$ cat config.mk
export PLATFORM = sky130hd
export DESIGN_NAME = pix_level_gain
export DESIGN_NICKNAME = d
export VERILOG_FILES = /design/src/rtl/pix_lg_pkg.sv /design/src/rtl/pix_lg_ctrl.sv /design/src/rtl/pix_lg_dpath.sv /design/src/rtl/pix_level_gain.sv
export SDC_FILE = /design/constraint.sdc
export NUM_CORES = 1
export LEC_CHECK = 0
export ABC_CLOCK_PERIOD_IN_PS = 5380
export BUFFER_PORTS_ARGS = -buffer_cell sky130_fd_sc_hd__buf_2
export CAP_MARGIN = 10
export CORE_ASPECT_RATIO = 0.75
export CORE_MARGIN = 5
export CORE_UTILIZATION = 45
export CTS_CLUSTER_DIAMETER = 80
export DETAILED_ROUTE_END_ITERATION = 7
export GPL_TIMING_DRIVEN = 1
export PLACE_DENSITY = 0.66
export SLEW_MARGIN = 20
export SYNTH_ARGS = -nofsm -noshare
export SYNTH_HDL_FRONTEND = slang
export SYNTH_SLANG_ARGS = --single-unit
$ cat constraint.sdc
create_clock -name clk -period 5.38 [get_ports clk]
set_input_delay 0.538 -clock clk [delete_from_list [all_inputs] [get_ports clk]]
set_output_delay 0.538 -clock clk [all_outputs]
set_load 0.05 [all_outputs]
$ cat src/rtl/pix_lg_pkg.sv
package pix_lg_pkg;

  typedef enum logic [1:0] {
    PAT_OFF   = 2'd0,
    PAT_SOLID = 2'd1,
    PAT_RAMP  = 2'd2,
    PAT_BARS  = 2'd3
  } patModeT;

  // strobes handed from control to datapath, one set per input cycle
  typedef struct packed {
    logic vld;
    logic sol;
    logic sof;
    logic usePat;
  } lgStrobeT;

endpackage

$ cat src/rtl/pix_lg_ctrl.sv
module pix_lg_ctrl
  import pix_lg_pkg::*;
#(
  parameter int PIX_W    = 10,
  parameter int BAR_W    = 80,
  parameter int NUM_BARS = 8
) (
  input  logic             clk,
  input  logic             rstN,
  input  logic             inValid,
  input  logic             inSol,
  input  logic             inSof,
  input  logic [1:0]       cfgPatMode,
  input  logic [PIX_W-1:0] cfgPatColor,
  output lgStrobeT         strb,
  output logic [PIX_W-1:0] patVal
);
  localparam int BAR_CW   = (BAR_W > 1) ? $clog2(BAR_W) : 1;
  localparam int IDX_W    = (NUM_BARS > 1) ? $clog2(NUM_BARS) : 1;
  localparam int BAR_STEP = ((1 << PIX_W) - 1) / ((NUM_BARS > 1) ? (NUM_BARS - 1) : 1);
  localparam logic [BAR_CW-1:0] BAR_LAST = BAR_CW'(BAR_W - 1);
  localparam logic [IDX_W-1:0]  IDX_LAST = IDX_W'(NUM_BARS - 1);

  patModeT mode;
  logic lineStart;
  logic [PIX_W-1:0]  colCnt, colNow;
  logic [BAR_CW-1:0] barCnt, barNow;
  logic [IDX_W-1:0]  idxCnt, idxNow;

  assign mode      = patModeT'(cfgPatMode);
  assign lineStart = inValid & (inSol | inSof);

  always_comb begin
    colNow = lineStart ? '0 : colCnt;
    barNow = lineStart ? '0 : barCnt;
    idxNow = lineStart ? '0 : idxCnt;
  end

  always_ff @(posedge clk or negedge rstN) begin
    if (!rstN) begin
      colCnt <= '0;
      barCnt <= '0;
      idxCnt <= '0;
    end else if (inValid) begin
      colCnt <= colNow + 1'b1;
      if (barNow == BAR_LAST) begin
        barCnt <= '0;
        idxCnt <= (idxNow == IDX_LAST) ? idxNow : idxNow + 1'b1;
      end else begin
        barCnt <= barNow + 1'b1;
        idxCnt <= idxNow;
      end
    end
  end

  always_comb begin
    case (mode)
      PAT_SOLID: patVal = cfgPatColor;
      PAT_RAMP:  patVal = colNow;
      PAT_BARS:  patVal = PIX_W'(int'(idxNow) * BAR_STEP);
      default:   patVal = '0;
    endcase
  end

  always_comb begin
    strb.vld    = inValid;
    strb.sol    = inSol;
    strb.sof    = inSof;
    strb.usePat = (mode != PAT_OFF);
  end

endmodule

$ cat src/rtl/pix_lg_dpath.sv
module pix_lg_dpath
  import pix_lg_pkg::*;
#(
  parameter int PIX_W     = 10,
  parameter int GAIN_W    = 8,
  parameter int GAIN_FRAC = 5
) (
  input  logic              clk,
  input  logic              rstN,
  input  lgStrobeT          strb,
  input  logic [PIX_W-1:0]  patVal,
  input  logic [PIX_W-1:0]  inData,
  input  logic [PIX_W-1:0]  cfgBlackSub,
  input  logic [GAIN_W-1:0] cfgGain,
  input  logic [PIX_W-1:0]  cfgBlackAdd,
  output logic              outValid,
  output logic              outSol,
  output logic              outSof,
  output logic [PIX_W-1:0]  outData
);
  localparam int LAT    = 3;
  localparam int PROD_W = PIX_W + GAIN_W;
  localparam logic [GAIN_W-1:0]  GAIN_ONE = GAIN_W'(1 << GAIN_FRAC);
  localparam logic [PROD_W:0]    HALF     = (PROD_W+1)'(1 << (GAIN_FRAC - 1));
  localparam logic [PIX_W-1:0]   PIX_MAX  = {PIX_W{1'b1}};

  // stage 1: pedestal removal, pattern capture
  logic [PIX_W-1:0] s1Data, s1Pat;
  logic             s1Use;
  always_ff @(posedge clk or negedge rstN) begin
    if (!rstN) begin
      s1Data <= '0;
      s1Pat  <= '0;
      s1Use  <= 1'b0;
    end else begin
      s1Data <= (inData > cfgBlackSub) ? inData - cfgBlackSub : '0;
      s1Pat  <= patVal;
      s1Use  <= strb.usePat;
    end
  end

  // stage 2: gain with round-half-up and clamp, pattern mux
  logic [GAIN_W-1:0] gainEff;
  logic [PROD_W-1:0] prod;
  logic [PROD_W:0]   rnd;
  logic [PIX_W-1:0]  gained, s2Data;

  always_comb begin
    gainEff = (cfgGain < GAIN_ONE) ? GAIN_ONE : cfgGain;
    prod    = PROD_W'(s1Data) * PROD_W'(gainEff);
    rnd     = ({1'b0, prod} + HALF) >> GAIN_FRAC;
    gained  = (rnd > (PROD_W+1)'(PIX_MAX)) ? PIX_MAX : rnd[PIX_W-1:0];
  end

  always_ff @(posedge clk or negedge rstN) begin
    if (!rstN) s2Data <= '0;
    else       s2Data <= s1Use ? s1Pat : gained;
  end

  // lens shading slot: pass-through for now
  logic [PIX_W-1:0] shadeData;
  assign shadeData = s2Data;

  // stage 3: offset addition with clamp
  logic [PIX_W:0] sum;
  assign sum = {1'b0, shadeData} + {1'b0, cfgBlackAdd};

  always_ff @(posedge clk or negedge rstN) begin
    if (!rstN) outData <= '0;
    else       outData <= sum[PIX_W] ? PIX_MAX : sum[PIX_W-1:0];
  end

  // marker delay line matching the data stages
  logic [2:0] markPipe [LAT];
  always_ff @(posedge clk or negedge rstN) begin
    if (!rstN) begin
      for (int i = 0; i < LAT; i++) markPipe[i] <= '0;
    end else begin
      markPipe[0] <= {strb.vld, strb.sol, strb.sof};
      for (int i = 1; i < LAT; i++) markPipe[i] <= markPipe[i-1];
    end
  end

  assign {outValid, outSol, outSof} = markPipe[LAT-1];

endmodule

$ cat src/rtl/pix_level_gain.sv
module pix_level_gain
  import pix_lg_pkg::*;
#(
  parameter int PIX_W     = 10,
  parameter int GAIN_W    = 8,
  parameter int GAIN_FRAC = 5,
  parameter int BAR_W     = 80,
  parameter int NUM_BARS  = 8
) (
  input  logic              clk,
  input  logic              rstN,
  input  logic              inValid,
  input  logic              inSol,
  input  logic              inSof,
  input  logic [PIX_W-1:0]  inData,
  input  logic [PIX_W-1:0]  cfgBlackSub,
  input  logic [GAIN_W-1:0] cfgGain,
  input  logic [PIX_W-1:0]  cfgBlackAdd,
  input  logic [1:0]        cfgPatMode,
  input  logic [PIX_W-1:0]  cfgPatColor,
  output logic              outValid,
  output logic              outSol,
  output logic              outSof,
  output logic [PIX_W-1:0]  outData
);
  lgStrobeT         strb;
  logic [PIX_W-1:0] patVal;

  pix_lg_ctrl #(.PIX_W(PIX_W), .BAR_W(BAR_W), .NUM_BARS(NUM_BARS)) u_ctrl (
    .clk(clk), .rstN(rstN), .inValid(inValid), .inSol(inSol), .inSof(inSof),
    .cfgPatMode(cfgPatMode), .cfgPatColor(cfgPatColor),
    .strb(strb), .patVal(patVal)
  );

  pix_lg_dpath #(.PIX_W(PIX_W), .GAIN_W(GAIN_W), .GAIN_FRAC(GAIN_FRAC)) u_dpath (
    .clk(clk), .rstN(rstN), .strb(strb), .patVal(patVal), .inData(inData),
    .cfgBlackSub(cfgBlackSub), .cfgGain(cfgGain), .cfgBlackAdd(cfgBlackAdd),
    .outValid(outValid), .outSol(outSol), .outSof(outSof), .outData(outData)
  );

endmodule

After elaboration in Yosys (flattened, before gate mapping)
Index checks and enable logic that the tools add are counted.
Word-level totals
  output and inout bits: 13
  logic and storage cells: 42
  input bits: 55
  register bits: 70
Cells by class
  add/sub/neg operators: 6
  bitwise logic cells: 2
  equality and inequality tests: 5
  multipliers: 2
  reductions and logical operators: 1
  magnitude comparators: 3
  muxes and demuxes: 12
Operators with widths (count)
  10-bit 2-to-1 mux: 5
  10-bit one-hot mux with 3 select lines: 1
  18-bit by 5-bit adder with 19-bit output (second input constant): 1
  10-bit by 8-bit multiplier with 18-bit output: 1
  14-bit by 10-bit greater-than comparator with 1-bit output (second input constant): 1
  7-bit 2-to-1 mux: 2
  10-bit by 10-bit adder with 11-bit output: 1
  10-bit by 1-bit adder with 10-bit output (second input constant): 1
  10-bit greater-than comparator: 1
  10-bit subtractor: 1
  3-bit by 7-bit multiplier with 9-bit output (second input constant): 1
  3-bit 2-to-1 mux: 3
  8-bit by 6-bit < comparator with 1-bit output (second input constant): 1
  8-bit 2-to-1 mux: 1
  7-bit by 1-bit adder with 7-bit output (second input constant): 1
  7-bit == test (second input constant): 1
  2-bit == test (second input constant): 2
  3-bit by 1-bit adder with 3-bit output (second input constant): 1
  3-bit == test (second input constant): 1
  2-bit by 1-bit == test with 1-bit output (second input constant): 1
  2-bit nonzero test: 1
  1-bit AND: 1
  1-bit bitwise OR: 1

Longest topological paths before layout
Gate-level depths: netlist of the first run.
  word-level depth: 7
  gate-level depth with buffers: 21
  depth with buffers taken out: 19

Cells and area by module
From an unflattened synthesis of the first run, not the netlist that was laid out.
Unflattened totals
  cell total of the unflattened synthesis: 709
  area, all modules: 6538.8 um^2
By module, submodules not included
  pix_lg_dpath: cells an instance 552, area an instance 5182.5 um^2, times used 1, seq. area each 1251.2 um^2
  pix_lg_ctrl: cells an instance 157, area an instance 1356.3 um^2, times used 1, seq. area each 500.5 um^2

Least setup slack after synthesis of the first run
No wires, ideal clock.
  path type: input-to-reg
  start: in cfgGain[6]
  end: reg u_dpath.s2Data[8]
  data arrival time: 5.578 ns
  path slack: -0.322 ns
  buffers on the path: 2
  data required time: 5.256 ns
  cell stages on the path: 18
  cells stage by stage: nor3_1 -> nor2b_1 -> clkbuf_1 -> and2_1 -> fa_1 -> fa_1 -> fa_1 -> inv_1 -> fa_1 -> inv_1 -> ha_1 -> or4_4 -> o22ai_2 -> o2111a_1 -> nor3_1 -> or4_1 -> buf_6 -> o31a_1
On the way
  word-level cells in the longest chain between the ends: 7
Ends and longest elaborated chain
  start: declaration: line pix_level_gain.sv:17  | input logic [GAIN_W-1:0] cfgGain,
  8-bit by 6-bit < comparator with 1-bit output: line pix_lg_dpath.sv:49  | gainEff = (cfgGain < GAIN_ONE) ? GAIN_ONE : cfgGain;
  8-bit 2-to-1 mux *: line pix_lg_dpath.sv:49
  10-bit by 8-bit multiplier with 18-bit output *: line pix_lg_dpath.sv:50  | prod = PROD_W'(s1Data) * PROD_W'(gainEff);
  18-bit by 5-bit adder with 19-bit output *: line pix_lg_dpath.sv:51  | rnd = ({1'b0, prod} + HALF) >> GAIN_FRAC;
  14-bit by 10-bit greater-than comparator with 1-bit output: line pix_lg_dpath.sv:52  | gained = (rnd > (PROD_W+1)'(PIX_MAX)) ? PIX_MAX : rnd[PIX_W-1:0];
  10-bit 2-to-1 mux *: line pix_lg_dpath.sv:52
  10-bit 2-to-1 mux *: line pix_lg_dpath.sv:57  | else s2Data <= s1Use ? s1Pat : gained;
  end signal: assignment: line pix_lg_dpath.sv:57
  end: declaration: line pix_lg_dpath.sv:46  | logic [PIX_W-1:0] gained, s2Data;
Every way passes the cells marked *; elsewhere a longest branch is shown, timed or not.
A chain may end at the register's enable or synchronous reset.

Final worst setup path of the first run
  start: in cfgGain[6]
  end: reg u_dpath.s2Data[5]
Same word-level chain as after synthesis.

==> key figures, run 1 <==
Status
  • Outcome: complete, no violations

Timing
  • Slew Limit Fails: 0
  • Highest clock rate: 0.189 GHz
  • Max transition margin: 35.6%
  • Skew final: 0.0101 ns
  • Min cycle time layout: 5.29 ns
  • Hold Fails Final Rpt: 0
  • Least-Margin Pin Slew: 0.957 ns
  • Fin crit share: 98.4%
  • # setup viols final: 0
  • Worst setup margin: 0.0855 ns

Final layout
  • Most frequent cells in the layout: inv_1 (107), dfrtp_1 (70), buf_2 (66)
  • Final instance area: 7750 um2
  • Area added between synthesis and finish: 22.3%
  • Most common cell after layout, fill and taps aside: inv_1
  • Antenna diodes: 0
  • Filler cell count: 1,209
  • Share of layout cells above drive strength 1: 21.8%
  • Nets: 963
  • Final core utilization: 56.3%

Setup path
  • Reg2reg setup slack: 0.36 ns
  • Kind of critical path: in2reg
  • Worst setup EP type: register
  • R2R cell count: 18
  • Worst r2r src: u_dpath.s1Data[4]
  • End of the critical path: u_dpath.s2Data[5]
  • FF-to-FF End: u_dpath.s2Data[5]
  • CP Data Required Time: 5.57 ns
  • Startpoint types: primary input
  • Crit path DAT: 5.49 ns
  • Worst setup path start: cfgGain[6]
  • CP Max Fanout: 7

Place
  • Cell Area, Placed: 7170 um2
  • Post-Place Setup Slack: -0.461 ns
  • Detailed placer's ending HPWL: 11,100 um
  • IO Port Bufs: 67
  • Gpl congestion: 0.843

Floorplan
  • Die Y: 113 um
  • Boundary pin count: 68
  • Row count: 37
  • Die Wd: 147 um
  • Initial Utilization: 46.1%
  • Core area: 13,700 um2
  • DIE AREA: 16,600 um2

Clocking
  • CTS max path bufs: 2
  • Root buf cell: clkbuf_16
  • Worst skew pair latency: 0.34 ns
  • Clock transition at the registers of the reported paths: 0.06 ns
  • CTS tree: yes
  • CTS Buf Count: 9
  • CTS H-tree depth: 3
  • Clk sinks: 70

GRT
  • Total GRT Usage: 17.0%
  • First-pass GRT wire length: 23,700 um
  • Initial antenna violation count: 0
  • Remaining Overflow, GRT: 0
  • Largest net degree at the start of global routing: 71
  • Vias in the first global route: 5,136

Route
  • Antenna viol nets, final: 0
  • DRC errors left: 0
  • Via density per instance: 5.16
  • WL final: 14,000 um
  • DR vias: 5,007
  • First drt pass iteration count: 4
  • Per-cell routed wire length: 14.4 um
  • First-iteration detailed-routing DRC count: 198

Synth
  • Most common flop cell mapped by yosys: dfrtp_1
  • Synth Instances: 685
  • Post-synth EDFFs: 0
  • Ys Warns: 0
  • Register area share after synthesis: 27.6%
  • Post-synthesis area per instance: 9.25 um2
  • Syn Nets: 858
  • Cell variety after synth: 57
  • Post-Syn Area: 6340 um2
  • FF+latch count, synth: 70
  • Fraction of registers with async set or reset after synthesis: 100%

Pwr
  • Leak: 3.90 nW
  • Peak VDD IR: 0.182 mV
  • Power Dens Cells: 350 nW/um2
  • Total power: 2.71 mW

Flow run
  • MaxCap Viol Count: 0

Hold path
  • Worst Hold Class: in2reg
[per-stage QoR]
step	setup TNS (ns)	cells	hold WS, ns
2_1_floorplan	0	685	0.242
3_3_place_gp	-2.05	947	0.331
3_5_place_dp	-4.53	947	0.335
4_1_cts	0	963	0.325
5_1_grt	-0.426	970	0.328
6_report	0	970	0.340
[worst max-delay path, stage by stage]
cell and delay, ns:
buf_4 0.13, nor3_4 0.18, buf_6 0.17, nor2b_4 0.04, buf_6 0.12, and2_4 0.15
fa_1 0.55, fa_1 0.46, fa_1 0.51, inv_1 0.06, fa_1 0.52, inv_1 0.06
ha_4 0.17, or4_4 0.52, o22ai_4 0.21, o21ai_2 0.10, mux2i_1 0.12, or4_4 0.58
clkbuf_16 0.18, a2bb2oi_1 0.12
[cells in the mapped netlist, drive strengths merged, types with 2 or more instances]
library cell,n,area (um2)
o21ai,33,165
nor2b,11,68.8
clkbuf,13,48.8
ha,67,838
o211ai,4,30.0
a2bb2oi,9,78.8
fa,51,1020
mux2i,4,40.0
nand3,18,90.1
or2,2,12.5
nor2,30,113
and3,8,50.1
o2bb2ai,2,17.5
nand2b,2,12.5
o31ai,5,42.5
a32o,6,60.1
mux2,4,45.0
o21a,4,30.0
a21oi,28,140
or4,2,18.8
nor3b,2,15.0
a31oi,2,12.5
a2111oi,2,17.5
nor4,2,12.5
nand2,53,199
a21o,9,67.6
and2,62,388
a211oi,2,15.0
xor2,11,96.3
inv,113,424
nor3,11,55.1
o22ai,2,18.8
nand4,4,25.0
xnor2,19,166
buf,2,16.3
dfrtp,70,1750
[what timing repair did]
| action | in CTS | in global routing |
|---|---|---|
| pin swaps | 0 | 30 |
| setup endpoints to repair | 10 | 10 |
| cloned | 0 | 2 |
| buffers inserted | 0 | 5 |
| gates resized for setup | 6 | 41 |
| hold buffers | 0 | 0 |
[worst min-delay path by stage]
| stage | startpoint | end | slack [ns] | depth (start not counted) |
|---|---|---|---|---|
| floorplan | rstN | u_ctrl.barCnt[0] | 0.24 | 0 |
| detailed placement | u_dpath.markPipe[3] | u_dpath.outSof | 0.33 | 0 |
| global placement | u_dpath.markPipe[3] | u_dpath.outSof | 0.33 | 0 |
| finish | inSol | u_dpath.markPipe[7] | 0.34 | 1 |
| CTS | inSol | u_dpath.markPipe[7] | 0.33 | 1 |
| global route | inSol | u_dpath.markPipe[7] | 0.33 | 1 |
[logic make-up (layout without fill, tap and decap cells)]
family / Yosys count / count (layout) / share of synthesized area (%)
muxes: 8 / 8 / 1.34
and+or+nand+nor: 210 / 211 / 17.1
xor gates and xnor gates: 30 / 30 / 4.15
AOI/OAI and AO/OA: 120 / 120 / 12.7
adders and majority gates: 118 / 118 / 29.3
DFF: 70 / 70 / 27.6
buffers and inverters: 129 / 238 / 7.78
[metal layers]
layer | routed length (um) | global-route usage [%] | vias up
li1 | - | - | 2470
met1 | 6380 | 22.8 | 2455
met2 | 7050 | 28.8 | 74
met3 | 462 | 3.48 | 8
met4 | 120 | 3.54 | 0
met5 | 0 | 0 | -
[layout make-up]
class / instances / area [um2] / share of cell area (%)
multi-input cells: 487 / 4350 / 56.1
inverters: 114 / 428 / 5.52
well taps: 175 / 219 / 2.83
clock buffers: 10 / 239 / 3.08
flip-flops and latches: 70 / 1750 / 22.6
clock inverters: 6 / 72.6 / 0.937
repair buffers: 108 / 689 / 8.90
[state kept, by name, summed over array words and instances (netlist names)]
| signal | count |
|---|---|
| u_dpath.markPipe | 6 |
| u_dpath.outData | 10 |
| u_dpath.s1Pat | 10 |
| u_ctrl.colCnt | 10 |
| u_dpath.outSol | 1 |
| u_dpath.s1Use | 1 |
| u_ctrl.idxCnt | 3 |
| u_ctrl.barCnt | 7 |
| u_dpath.s2Data | 10 |
| u_dpath.outSof | 1 |
| u_dpath.outValid | 1 |
| u_dpath.s1Data | 10 |
[power by group]
group,total [mW],switching (mW),internal (mW)
clock,0.624,0.245,0.378
sequential,0.662,0.0552,0.607
combinational,1.43,0.774,0.653
No activity file was read; power rests on OpenSTA's default activity.
==> run 2, diff against run 1 <==
==> constraint.sdc (replaced) <==
create_clock -name clk -period 5.38 [get_ports clk]
set_input_delay 0.269 -clock clk [delete_from_list [all_inputs] [get_ports clk]]
set_output_delay 0.269 -clock clk [all_outputs]
set_load 0.05 [all_outputs]
==> run 2 against run 1 <==
Against the previous run: maximum frequency is 2.6% higher; utilization is 2.3 points lower; clock skew down 0.0046 ns; clock-buffer cell count is the same; first-iteration DRC count is 2.0% higher; power is 4.9% lower; worst setup slack better by 0.14 ns; worst hold slack lost 0.27 ns.
==> key figures, run 2 (synthesis gave the netlist of run 1 again) <==
Floorplan
  • Row count: 37
  • Core area: 13,700 um2
  • DIE AREA: 16,600 um2
  • Die Y: 113 um
  • Boundary pin count: 68
  • Initial Utilization: 46.1%
  • Die Wd: 147 um

GRT
  • Initial antenna violation count: 0
  • Vias in the first global route: 4,939
  • Remaining Overflow, GRT: 0
  • Largest net degree at the start of global routing: 71
  • Total GRT Usage: 16.3%
  • First-pass GRT wire length: 22,600 um

Setup path
  • Worst r2r src: u_dpath.s1Data[4]
  • Crit path DAT: 5.36 ns
  • CP Data Required Time: 5.58 ns
  • Critical path buffer and inverter count: 7
  • Reg2reg setup slack: 0.25 ns
  • Critical Path Max Stage Delay: 0.55 ns
  • Crit-path cells: buf_2 > nor3_4 > nor2b_2 > buf_4 > and2_1 > fa_1 > fa_1 > fa_1 > inv_1 > fa_1 > inv_1 > ha_1 > o21ai_0 > a21oi_2 > o31ai_4 > buf_4 > buf_4 > o211a_1 > or4_1 > buf_4 > a2bb2oi_1
  • CP Max Fanout: 9
  • Kind of critical path: in2reg
  • Startpoint types: primary input
  • Slowest stage cell, crit path: fa_1
  • Crit path max-delay family: adder cells
  • R2R cell count: 19
  • Worst setup EP type: register
  • FF-to-FF End: u_dpath.s2Data[9]

Hold path
  • Hold path endpoint: u_dpath.markPipe[6]
  • Worst Hold Launch: inSof
  • WHS Path Cells: 1
  • Worst Hold Class: in2reg

Final layout
  • Share of layout cells above drive strength 1: 17.3%
  • Most frequent cells in the layout: inv_1 (113), dfrtp_1 (69), ha_1 (67), buf_2 (67), and2_1 (62)
  • Nets: 953
  • Antenna diodes: 0
  • Area added between synthesis and finish: 17.4%
  • Final core utilization: 54.1%
  • Final instance area: 7440 um2
  • Most common cell after layout, fill and taps aside: inv_1

Clocking
  • Clk sinks: 70
  • Clock transition at the registers of the reported paths: 0.06 ns
  • Root buf cell: clkbuf_16
  • CTS tree: yes
  • CTS max path bufs: 2
  • Worst skew pair latency: 0.33 ns
  • CTS Buf Count: 9
  • CTS H-tree depth: 3

Route
  • WL final: 13,200 um
  • First drt pass iteration count: 5
  • Per-cell routed wire length: 13.7 um
  • DR vias: 4,943
  • Via density per instance: 5.15
  • First-iteration detailed-routing DRC count: 202
  • DRC errors left: 0
  • Antenna viol nets, final: 0

Timing
  • Hold Fails Final Rpt: 0
  • RSZ-0062 raised after global routing: no
  • Slew Limit Fails: 0
  • Least-Margin Pin Slew: 0.969 ns
  • Skew final: 0.00548 ns
  • Highest clock rate: 0.194 GHz
  • Max transition margin: 34.8%
  • Fin crit share: 95.9%
  • Min cycle time layout: 5.16 ns
  • # setup viols final: 0

Place
  • Detailed placer's ending HPWL: 10,600 um
  • IO Port Bufs: 67
  • Gpl congestion: 0.909
  • Cell Area, Placed: 7060 um2

Pwr
  • Leak: 3.83 nW
  • Power Dens Cells: 347 nW/um2
  • Peak VDD IR: 0.185 mV
  • Total power: 2.58 mW

Flow run
  • MaxCap Viol Count: 0

Status
  • Outcome: complete, no violations
-- run 2: worst reg2reg max path, cell delays in order, from the launching register on --
cell and delay (ns):
dfrtp_2 0.46, and2_1 0.20, fa_1 0.53, inv_1 0.05, fa_1 0.52, inv_1 0.05
fa_1 0.53, inv_1 0.05, fa_1 0.52, inv_1 0.04, ha_1 0.33, o21ai_0 0.15
a21oi_2 0.20, o31ai_4 0.11, buf_4 0.15, buf_4 0.12, o211a_1 0.21, or4_1 0.43
buf_4 0.19, a2bb2oi_1 0.13
-- run 2: repair_timing --
item,in CTS,in global routing
setup endpoints to repair,0,10
gates resized for setup,0,14
hold buffers,0,0
setup buffers,0,1
-- run 2: area by class of cell --
cell class                 count  area [um2]
clock inverter                 6        75.1
inverter                     114         428
clock buffer                  10         239
tap                          175         219
timing repair buffer          99         576
multi-input combinational    486        4150
fill                        1253        6310
sequential                    70        1750
-- run 2: how the worst max path moves through the flow --
stage / slack [ns] / cells after the start / end / startpoint
detailed placement: -0.18 / 21 / u_dpath.s2Data[9] / cfgGain[6]
global placement: -0.06 / 21 / u_dpath.s2Data[1] / cfgGain[7]
global route: 0.005 / 21 / u_dpath.s2Data[7] / cfgGain[5]
floorplan: 0.06 / 18 / u_dpath.s2Data[8] / cfgGain[6]
CTS: 0.15 / 21 / u_dpath.s2Data[9] / cfgGain[7]
finish: 0.22 / 21 / u_dpath.s2Data[9] / cfgGain[5]
-- run 2: per-stage QoR --
stage          setup slack [ns]  std cells  setup TNS [ns]  hold slack (ns)
2_1_floorplan            0.0600        685               0          -0.0266
3_3_place_gp            -0.0641        943          -0.611            0.332
3_5_place_dp             -0.178        943           -1.67            0.335
4_1_cts                   0.147        959               0           0.0582
5_1_grt                 0.00517        960               0           0.0600
6_report                  0.221        960               0           0.0694
-- run 2: layer usage --
metal  GRT usage (%)  part of all wire, %
met5               0                    0
met4            3.66                 0.96
met3            3.00                  2.9
met2            27.0                   48
met1            22.4                   48
-- run 2: power breakdown --
part           leakage [nW]  internal [mW]  switching (mW)
Combinational          2.80          0.563           0.730
Sequential            0.881          0.607          0.0516
Clock                 0.152          0.380           0.248
